File: src/rtl/irq_sel_pkg.sv
package irq_sel_pkg;
  typedef enum logic [1:0] {
    PRIV_USER  = 2'd0,
    PRIV_SUPER = 2'd1,
    PRIV_RSVD  = 2'd2,
    PRIV_MACH  = 2'd3
  } priv_e;

  // guest software / timer / external interrupt positions
  localparam int GUEST_SW  = 2;
  localparam int GUEST_TMR = 6;
  localparam int GUEST_EXT = 10;
  localparam int GUEST_MIN_WIDTH = GUEST_EXT + 1;
endpackage

File: src/rtl/irq_lowest_pick.sv
module irq_lowest_pick #(
  parameter int N_IRQ   = 16,
  parameter int CAUSE_W = $clog2(N_IRQ)
) (
  input  logic [N_IRQ-1:0]   vec,
  output logic               any,
  output logic [CAUSE_W-1:0] idx
);
  always_comb begin
    idx = '0;
    for (int i = N_IRQ - 1; i >= 0; i--) begin
      if (vec[i]) idx = CAUSE_W'(i);
    end
    any = |vec;
  end
endmodule

File: src/rtl/irq_pend_reg.sv
module irq_pend_reg #(
  parameter int N_IRQ = 16
) (
  input  logic             clk,
  input  logic             rst_n,
  input  logic             wr_en,
  input  logic [N_IRQ-1:0] wr_mask,
  input  logic [N_IRQ-1:0] wr_data,
  output logic [N_IRQ-1:0] pend,
  output logic [N_IRQ-1:0] pend_prev
);
  logic [N_IRQ-1:0] pend_d;

  always_comb begin
    pend_d = (pend & ~wr_mask) | (wr_data & wr_mask);
  end

  always_ff @(posedge clk or negedge rst_n) begin
    if (!rst_n) begin
      pend      <= '0;
      pend_prev <= '0;
    end else if (wr_en) begin
      pend      <= pend_d;
      pend_prev <= pend;
    end
  end
endmodule

File: src/rtl/irq_claim_reg.sv
module irq_claim_reg #(
  parameter int N_IRQ = 16
) (
  input  logic             clk,
  input  logic             rst_n,
  input  logic             req,
  input  logic [N_IRQ-1:0] bits,
  output logic [N_IRQ-1:0] owned,
  output logic             done,
  output logic             ok
);
  logic             clash;
  logic [N_IRQ-1:0] owned_d;

  always_comb begin
    clash   = |(owned & bits);
    owned_d = owned;
    if (req && !clash) owned_d = owned | bits;
  end

  always_ff @(posedge clk or negedge rst_n) begin
    if (!rst_n) begin
      owned <= '0;
      done  <= 1'b0;
      ok    <= 1'b0;
    end else begin
      done <= req;
      if (req) begin
        owned <= owned_d;
        ok    <= !clash;
      end
    end
  end
endmodule

File: src/rtl/irq_gate_arb.sv
module irq_gate_arb
  import irq_sel_pkg::*;
#(
  parameter int N_IRQ   = 16,
  parameter int CAUSE_W = $clog2(N_IRQ)
) (
  input  logic [N_IRQ-1:0]   pend,
  input  logic [N_IRQ-1:0]   en,
  input  logic [N_IRQ-1:0]   deleg,
  input  logic [1:0]         priv,
  input  logic               m_gie,
  input  logic               s_gie,
  input  logic               virt_on,
  input  logic               hs_sie,
  output logic               valid,
  output logic [CAUSE_W-1:0] cause,
  output logic               force_hs
);
  logic [N_IRQ-1:0] guest_mask;

  for (genvar g = 0; g < N_IRQ; g++) begin : g_gmask
    assign guest_mask[g] = (g == GUEST_SW) || (g == GUEST_TMR) || (g == GUEST_EXT);
  end

  logic [N_IRQ-1:0] cand, host_cand, guest_sh, hs_set, base, gated;
  logic             mach_ok, sup_ok, hs_ok;
  logic             hs_any, fin_any;
  logic [CAUSE_W-1:0] hs_idx, fin_idx;

  always_comb begin
    cand      = pend & en;
    host_cand = cand & ~guest_mask;
    guest_sh  = (cand & guest_mask) >> 1;
    mach_ok   = (priv != PRIV_MACH) || m_gie;
    sup_ok    = (priv == PRIV_USER) || ((priv == PRIV_SUPER) && s_gie);
    hs_ok     = (priv == PRIV_USER) || ((priv == PRIV_SUPER) && hs_sie);
    hs_set    = (virt_on && hs_ok) ? host_cand : '0;
    base      = virt_on ? guest_sh : host_cand;
    gated     = (base & ~deleg & {N_IRQ{mach_ok}}) |
                (base & deleg & {N_IRQ{sup_ok}});
  end

  irq_lowest_pick #(.N_IRQ(N_IRQ), .CAUSE_W(CAUSE_W)) u_pick_hs (
    .vec(hs_set), .any(hs_any), .idx(hs_idx)
  );

  irq_lowest_pick #(.N_IRQ(N_IRQ), .CAUSE_W(CAUSE_W)) u_pick_fin (
    .vec(gated), .any(fin_any), .idx(fin_idx)
  );

  always_comb begin
    if (hs_any) begin
      valid    = 1'b1;
      cause    = hs_idx;
      force_hs = 1'b1;
    end else begin
      valid    = fin_any;
      cause    = fin_idx;
      force_hs = 1'b0;
    end
  end
endmodule

File: src/rtl/irq_prio_select.sv
module irq_prio_select
  import irq_sel_pkg::*;
#(
  parameter int N_IRQ   = 16,
  parameter int CAUSE_W = $clog2(N_IRQ)
) (
  input  logic               clk,
  input  logic               rst_n,
  input  logic               pw_en,
  input  logic [N_IRQ-1:0]   pw_mask,
  input  logic [N_IRQ-1:0]   pw_data,
  output logic [N_IRQ-1:0]   pend_q,
  output logic [N_IRQ-1:0]   pend_old,
  output logic               irq_req,
  input  logic [N_IRQ-1:0]   irq_en,
  input  logic [N_IRQ-1:0]   deleg,
  input  logic [1:0]         priv,
  input  logic               m_gie,
  input  logic               s_gie,
  input  logic               virt_on,
  input  logic               hs_sie,
  output logic               sel_valid,
  output logic [CAUSE_W-1:0] sel_cause,
  output logic               sel_force_hs,
  input  logic               cl_req,
  input  logic [N_IRQ-1:0]   cl_bits,
  output logic               cl_done,
  output logic               cl_ok,
  output logic [N_IRQ-1:0]   claim_q
);
  if (N_IRQ < GUEST_MIN_WIDTH) begin : g_bad_width
    initial $error("N_IRQ too small for guest interrupt positions");
  end

  irq_pend_reg #(.N_IRQ(N_IRQ)) u_pend (
    .clk(clk), .rst_n(rst_n), .wr_en(pw_en), .wr_mask(pw_mask),
    .wr_data(pw_data), .pend(pend_q), .pend_prev(pend_old)
  );

  assign irq_req = |pend_q;

  irq_claim_reg #(.N_IRQ(N_IRQ)) u_claim (
    .clk(clk), .rst_n(rst_n), .req(cl_req), .bits(cl_bits),
    .owned(claim_q), .done(cl_done), .ok(cl_ok)
  );

  logic               arb_valid, arb_force;
  logic [CAUSE_W-1:0] arb_cause;

  irq_gate_arb #(.N_IRQ(N_IRQ), .CAUSE_W(CAUSE_W)) u_arb (
    .pend(pend_q), .en(irq_en), .deleg(deleg), .priv(priv),
    .m_gie(m_gie), .s_gie(s_gie), .virt_on(virt_on), .hs_sie(hs_sie),
    .valid(arb_valid), .cause(arb_cause), .force_hs(arb_force)
  );

  logic               valid_d, force_d;
  logic [CAUSE_W-1:0] cause_d;

  always_comb begin
    valid_d = arb_valid;
    force_d = arb_valid && arb_force;
    cause_d = arb_valid ? arb_cause : '0;
  end

  always_ff @(posedge clk or negedge rst_n) begin
    if (!rst_n) begin
      sel_valid    <= 1'b0;
      sel_cause    <= '0;
      sel_force_hs <= 1'b0;
    end else begin
      sel_valid    <= valid_d;
      sel_cause    <= cause_d;
      sel_force_hs <= force_d;
    end
  end
endmodule

File: config.mk
export PLATFORM = sky130hd
export DESIGN_NAME = irq_prio_select
export DESIGN_NICKNAME = d
export VERILOG_FILES = /design/src/rtl/irq_sel_pkg.sv /design/src/rtl/irq_lowest_pick.sv /design/src/rtl/irq_pend_reg.sv /design/src/rtl/irq_claim_reg.sv /design/src/rtl/irq_gate_arb.sv /design/src/rtl/irq_prio_select.sv
export SDC_FILE = /design/constraint.sdc
export NUM_CORES = 1
export LEC_CHECK = 0
export ABC_AREA = 1
export ABC_CLOCK_PERIOD_IN_PS = 2200
export BUFFER_PORTS_ARGS = -buffer_cell sky130_fd_sc_hd__buf_2
export CORE_ASPECT_RATIO = 2
export CORE_UTILIZATION = 45
export CTS_CLUSTER_SIZE = 40
export DETAILED_ROUTE_END_ITERATION = 16
export HOLD_SLACK_MARGIN = 0.05
export PLACE_DENSITY = 0.77
export REMOVE_ABC_BUFFERS = 1
export SLEW_MARGIN = 20
export SYNTH_ARGS = -nofsm -noshare
export SYNTH_HDL_FRONTEND = slang
export SYNTH_HIERARCHICAL = 1
export SYNTH_SLANG_ARGS = --single-unit
export TNS_END_PERCENT = 100
File: constraint.sdc
create_clock -name clk -period 2.2 [get_ports clk]
set_input_delay 0.33 -clock clk [delete_from_list [all_inputs] [get_ports clk]]
set_output_delay 0.33 -clock clk [all_outputs]
set_load 0.05 [all_outputs]
==> key figures, run 1 <==
Run status
  – Status: completed

Worst setup path
  – FF-to-FF End: sel_cause[0]
  – Worst Path Arrival: 2210 ps
  – CP Data Required Time: 2430 ps
  – Startpoint types: flip-flop
  – CP endpoint kind: flip-flop
  – R2r worst-path depth: 22
  – Setup CP Type: flip-flop to flip-flop
  – Crit path max fanout: 5
  – Setup slack, reg-to-reg: 220 ps

Route
  – DRC viols: 0
  – TritonRoute pass-1 iters: 4
  – Initial DRC Count: 99
  – Vias after detailed routing: 3,593
  – Via/cell ratio: 4.74
  – WL final: 8.52 mm
  – Post-DR wirelength/cell: 11.2 um
  – Post-DRT Antenna Nets: 0

Synthesis
  – Simple-gate share of the synthesized area: 38.9%
  – Yosys cell types: 24
  – Post-Synth XOR/XNOR Area: 0%
  – FF+latch count, synth: 56
  – Largest family of logic cells by synthesized area: simple AND/OR/NAND/NOR gates
  – Sequential share of the synthesized area: 41.8%
  – Synth warn: 6
  – Post-Syn Instances: 508
  – Cell Area, Synth: 0.00335 sq mm
  – Mux cell area share after synthesis: 0%
  – Synth Area in Adders: 0%
  – Compound-cell area share of the yosys netlist: 5.52%
  – Syn Area/Cell: 6.60 sq um

GRT
  – Routing usage on met1: 20.4%
  – Initial antenna violation count: 0
  – Total congestion overflow: 0
  – Vias in the first global route: 3,428
  – All-Layer GR Usage: 22.5%
  – M3 GR Usage: 3.30%
  – Met2 usage: 45.0%
  – First-pass GRT wire length: 13.8 mm
  – Largest net degree at the start of global routing: 65
  – Most crowded layer after global routing: met2

Job
  – Max Cap Viol: 0

STA
  – Slew HR: 51.4%
  – RSZ-0062 raised after global routing: false
  – Part of the cycle the worst path needs: 90.1%
  – Slew at the pin closest to its max-slew limit: 729 ps
  – Final hold vios: 0
  – Fmax: 504 MHz
  – Post-route minimum period: 1980 ps
  – Clock Skew: 10.2 ps
  – TNS Setup: 0 ps
  – Endpoints failing setup: 0
  – Final Max Tran Viols: 0

Die
  – Die footprint: 0.00782 sq mm
  – IO Count: 147
  – Initial Util: 46.5%
  – Die Ht: 124 um
  – Row Count: 44
  – Core footprint: 0.00721 sq mm
  – Die W: 63.0 um

Clock network
  – Hold buffer count at cts: 1
  – Worst-Skew Late Latency: 290 ps
  – CTS root buffer: clkbuf_16
  – Clk slew on worst S/H paths: 60 ps
  – CTS buffer count: 5
  – Clk buf depth: 2
  – TritonCTS clock tree: yes
  – Post CTS Setup Buffer Count: 0
  – PostCTS Resize Cnt: 0
  – H-tree depth: 2
  – TritonCTS Sinks: 56

Layout
  – Fill cells: 711
  – Antenna diode count: 0
  – Ratio of cells with drive above 1 in the final layout: 28.1%
  – FF/Latch Area: 0.00140 sq mm
  – Area growth from synthesis to layout: 29.9%
  – Commonest cells after routing, fill and taps aside: 191 x nand2_1, 143 x buf_2, 77 x inv_1
  – Multi-input logic area: 0.00151 sq mm
  – Nets: 757
  – Commonest non-fill, non-tap cell in the layout: nand2_1

Placement
  – Detailed placement HPWL: 7.05 mm
  – Routability Congestion: 0.831
  – Port bufs: 143

Min path
  – Hold path depth: 1
  – Hold EP: u_claim/done
  – Worst hold start: cl_req
  – Hold crit path type: input pin to flip-flop

Power
  – VDD IR max: 0.477 mV
  – Total power: 2.89 mW
  – Total power density per cell area: 664 mW/mm^2
  – Static leakage: 2.52 nW
## how the worst max path moves through the flow
stage	to	slack (ps)	cells past startpoint	from
after floorplan	sel_cause[0]	100	8	flip-flop
after global placement	sel_cause[0]	80	13	priv[0]
after detailed placement	sel_cause[3]	20	13	priv[0]
after CTS	sel_cause[2]	240	11	flip-flop
after global routing	sel_cause[0]	7	22	flip-flop
final	sel_cause[0]	220	22	flip-flop
## where the power goes
part	switching [mW]	internal [mW]	total (mW)
sequential	0.0745	1.12	1.19
clock	0.325	0.524	0.849
combinational	0.611	0.245	0.856
total	1.01	1.89	2.89
## through the flow
stage / instances / area [sq um] / hold WS, ps / setup WS, ps / util [%]
finish: 758 / 4360 / 170 / 218 / 60.4
global route: 758 / 4360 / 180 / 7.24 / 60.4
CTS: 758 / 4360 / 164 / 236 / 60.4
detailed placement: 751 / 4190 / 296 / 16.4 / 58.1
global placement: 751 / 4190 / 287 / 77.7 / 58.1
floorplan: 502 / 3260 / 34.4 / 99.4 / -
## cell families (layout without fill, tap and decap cells)
| kind of cell | count (synthesis) | after routing |
|---|---|---|
| flip-flops | 56 | 56 |
| other | 1 | 6 |
| AND/OR/NAND/NOR | 315 | 315 |
| buffers and inverters | 102 | 255 |
| AO/OA/AOI/OAI | 34 | 34 |
## cell usage after synthesis
cell type  number  area (sq um)
nand2_1       191           717
inv_1          77           289
nor2_1         58           218
dfrtp_1        56          1400
nand3_1        46           230
inv_2          14          52.6
o21ai_0        13          65.1
a21oi_1         9          45.0
o21ai_1         9          45.0
buf_6           7          78.8
nor3_1          6          30.0
buf_4           3          22.5
nand3_2         3          30.0
a21oi_2         2          17.5
nand4_1         2          12.5
nor2_4          2          22.5
nor4_1          2          12.5
or2_1           2          12.5
buf_8           1          15.0
conb_1          1          3.75
nand3b_1        1          7.51
nor2_2          1          6.26
o211ai_2        1          12.5
or2_2           1          6.26
## routing by layer
layer  vias to the layer above  wire length [um]
met5                         -                 0
met4                         0               404
met3                        31               321
met2                       115              4800
met1                      1602              3000
li1                       1845                 -
## layout make-up
| cell class | instances | area share, % |
|---|---|---|
| clock buffer | 5 | 2.87 |
| tap | 92 | 2.64 |
| multi-input combinational | 355 | 34.7 |
| sequential | 56 | 32.2 |
| inverter | 91 | 7.84 |
| timing repair buffer | 158 | 19.1 |
| clock inverter | 1 | 0.689 |
## worst max-delay path, cell delays in order, from the launching register on
cell and delay, ps:
dfrtp_1 420, nand2_1 120, nor2_1 150, nand3b_1 100
nand2_1 120, inv_1 70, nand2_1 70, nand2_1 50
nand2_1 50, nand2_1 50, nand2_1 50, nand2_1 60
nand2_1 60, nand2_1 40, nand2_1 50, nand2_1 40
nand2_1 50, nand2_1 70, a21oi_2 120, nand2_1 60
nand2_1 50, nand2_1 40, inv_1 40
(Power assumes the default switching activity.)
==> run 2: changes to the inputs <==
--- a/config.mk
+++ b/config.mk
@@ -7,13 +7,12 @@
 export LEC_CHECK = 0
 export ABC_AREA = 1
 export ABC_CLOCK_PERIOD_IN_PS = 2200
-export BUFFER_PORTS_ARGS = -buffer_cell sky130_fd_sc_hd__buf_2
 export CORE_ASPECT_RATIO = 2
 export CORE_UTILIZATION = 45
 export CTS_CLUSTER_SIZE = 40
 export DETAILED_ROUTE_END_ITERATION = 16
+export DONT_BUFFER_PORTS = 1
 export HOLD_SLACK_MARGIN = 0.05
-export PLACE_DENSITY = 0.77
 export REMOVE_ABC_BUFFERS = 1
 export SLEW_MARGIN = 20
 export SYNTH_ARGS = -nofsm -noshare
==> key figures, run 2 (synthesis gave the netlist of run 1 again) <==
Worst setup path
  – CP Data Required Time: 2390 ps (-40 ps)
  – R2r worst-path depth: 10 (-55%)
  – Worst path cell trace: nand2_1 -> nor2_1 -> o21ai_0 -> nor2_1 -> or2_1 -> nor4_1 -> nand2_1 -> or2_2 -> nand2_1 -> inv_1
  – Slowest CP cell: nor4_1
  – CP max stage delay: 480 ps (+60 ps)
  – Cell mode on critical path: nand2_1
  – Crit path max fanout: 6 (+1)
  – FF-to-FF End: sel_cause[0]
  – CP endpoint kind: flip-flop
  – Setup crit end: sel_cause[0]
  – Worst Path Arrival: 2240 ps (+30 ps)
  – Setup slack, reg-to-reg: 150 ps (-70 ps)
  – Startpoint types: flip-flop
  – Setup CP Type: flip-flop to flip-flop

Placement
  – Routability Congestion: 0.871 (+4.9%)
  – Port bufs: 0 (-100%)
  – Area post-placement: 0.00356 sq mm (-15%)
  – Placed cells: 619 (-18%)
  – Detailed placement HPWL: 6.52 mm (-7.5%)

STA
  – Slew at the pin closest to its max-slew limit: 535 ps (-194 ps)
  – Final Max Tran Viols: 0 (unchanged)
  – Post-route minimum period: 2050 ps (+68.1 ps)
  – Endpoints failing setup: 0 (unchanged)
  – Clock Skew: 7.52 ps (-2.66 ps)
  – Final hold vios: 0 (unchanged)
  – Part of the cycle the worst path needs: 93.2% (+3.1 points)
  – RSZ-0062 raised after global routing: false
  – Fmax: 488 MHz (-3.3%)
  – TNS Setup: 0 ps (unchanged)
  – Slew HR: 64.0% (+13 points)

GRT
  – All-Layer GR Usage: 20.8% (-1.7 points)
  – Vias in the first global route: 2,927 (-15%)
  – First-pass GRT wire length: 12.4 mm (-9.7%)
  – Total congestion overflow: 0 (unchanged)
  – Largest net degree at the start of global routing: 65 (unchanged)
  – Initial antenna violation count: 0 (unchanged)

Layout
  – Commonest non-fill, non-tap cell in the layout: nand2_1
  – Design area: 0.00376 sq mm (-14%)
  – Area growth from synthesis to layout: 12.1%
  – Layout Utilization: 52.1% (-8.3 points)
  – Antenna diode count: 0 (unchanged)
  – Ratio of cells with drive above 1 in the final layout: 10.6% (-17 points)
  – Fill cells: 732 (+3.0%)
  – Commonest cells after routing, fill and taps aside: 191 x nand2_1, 77 x inv_1, 58 x nor2_1
  – FF/Latch Area: 0.00140 sq mm (unchanged)
  – Multi-input logic area: 0.00151 sq mm (unchanged)
  – Nets: 627 (-17%)
  – Finished Layout Cells: 629 (-17%)

Clock network
  – Clk slew on worst S/H paths: 70 ps (about the same)
  – H-tree depth: 2 (unchanged)
  – CTS buffer count: 5 (unchanged)
  – PostCTS Resize Cnt: 0 (unchanged)
  – TritonCTS Sinks: 56 (unchanged)
  – Hold buffer count at cts: 2 (+1)
  – TritonCTS clock tree: yes
  – Post CTS Setup Buffer Count: 0 (unchanged)
  – Worst-Skew Late Latency: 300 ps (about the same)
  – Clk buf depth: 2 (unchanged)
  – CTS root buffer: clkbuf_16

Die
  – IO Count: 147 (unchanged)
  – Die W: 63.0 um (unchanged)
  – Initial Util: 46.5% (unchanged)
  – Core footprint: 0.00721 sq mm (unchanged)
  – Die footprint: 0.00782 sq mm (unchanged)
  – Die Ht: 124 um (unchanged)
  – Row Count: 44 (unchanged)

Route
  – WL met1: 2.69 mm (-10%)
  – Via/cell ratio: 4.86 (+2.5%)
  – Vias after detailed routing: 3,056 (-15%)
  – Initial DRC Count: 102 (+3.0%)
  – WL met3: 470 um (+46%)
  – Max Used Layer: met4
  – Metal2 WL: 4.68 mm (-2.4%)
  – Post-DR wirelength/cell: 12.7 um (+13%)
  – TritonRoute pass-1 iters: 4 (unchanged)
  – Post-DRT Antenna Nets: 0 (unchanged)
  – WL final: 8.00 mm (-6.1%)
  – DRC viols: 0 (unchanged)

Min path
  – Hold crit path type: input pin to flip-flop

Run status
  – Status: completed

Power
  – Clk network pwr share: 30.0% (+0.7 points)
  – Sequential share of power: 49.2% (+8.1 points)
  – Psw: 0.966 mW (-4.3%)
  – VDD IR max: 0.454 mV (-4.8%)
  – Combinational power share: 20.8% (-8.8 points)
  – Static leakage: 2.04 nW (-19%)
  – Sw Ratio: 35.3% (+0.45 points)
  – Total power density per cell area: 727 mW/mm^2 (+9.5%)
  – Total power: 2.73 mW (-5.6%)
  – Pint: 1.77 mW (-6.2%)

Job
  – Max Cap Viol: 0 (unchanged)
==> run 2: changes by cell type in the layout (fill, tap and decap cells not counted) <==
cell / previous run / this run
buf_16: 0 / 1
buf_2: 143 / 0
buf_4: 14 / 25
bufinv_16: 1 / 0
clkbuf_8: 0 / 2
dlygate4sd3_1: 1 / 2
==> run 2: critical path, delay by kind of cell, from the launching register on <==
| family | cells | cell delay, ps |
|---|---|---|
| DFF | 1 | 390 |
| buffers and inverters | 1 | 30 |
| and+or+nand+nor | 8 | 1470 |
| AOI/OAI and AO/OA | 1 | 70 |
==> run 2: power by group through the flow <==
stage          Combinational [mW]  Clock [mW]  Sequential (mW)
3_3_place_gp                0.534           0             1.36
6_report                    0.569       0.821             1.34
5_1_grt                     0.631       0.876             1.35
3_5_place_dp                0.543           0             1.36
4_1_cts                     0.573       0.842             1.35
2_1_floorplan               0.248           0             1.51
==> run 2: final cells by class <==
type | instances | area share, %
tap | 92 | 3.06
clock buffer | 7 | 4.06
sequential | 56 | 37.3
inverter | 91 | 9.09
multi-input combinational | 355 | 40.2
timing repair buffer | 28 | 6.26
==> run 2: per-layer routing <==
metal,vias up,track usage (%)
met5,-,0
met4,0,9.01
met3,11,4.12
met2,102,43.9
met1,1358,17.8
li1,1585,-
==> run 2: worst min-delay path by stage <==
stage | endpoint | startpoint | cells past startpoint | slack [ps]
after global placement | u_claim/owned[7] | rst_n | 0 | 40
after detailed placement | u_claim/ok | rst_n | 0 | 40
after global routing | u_pend/pend_prev[14] | pw_en | 1 | 110
after floorplan | sel_cause[0] | rst_n | 0 | 30
after CTS | u_claim/done | cl_req | 0 | 50
final | u_pend/pend_prev[12] | pw_en | 1 | 120
==> run 2: stage by stage <==
| stage | hold slack [ps] | worst slack (ps) |
|---|---|---|
| floorplan | 34.4 | 99.4 |
| global placement | 35.4 | 144 |
| detailed placement | 35.4 | 79.6 |
| CTS | 52.2 | 201 |
| finish | 122 | 150 |
| global route | 115 | 66.8 |
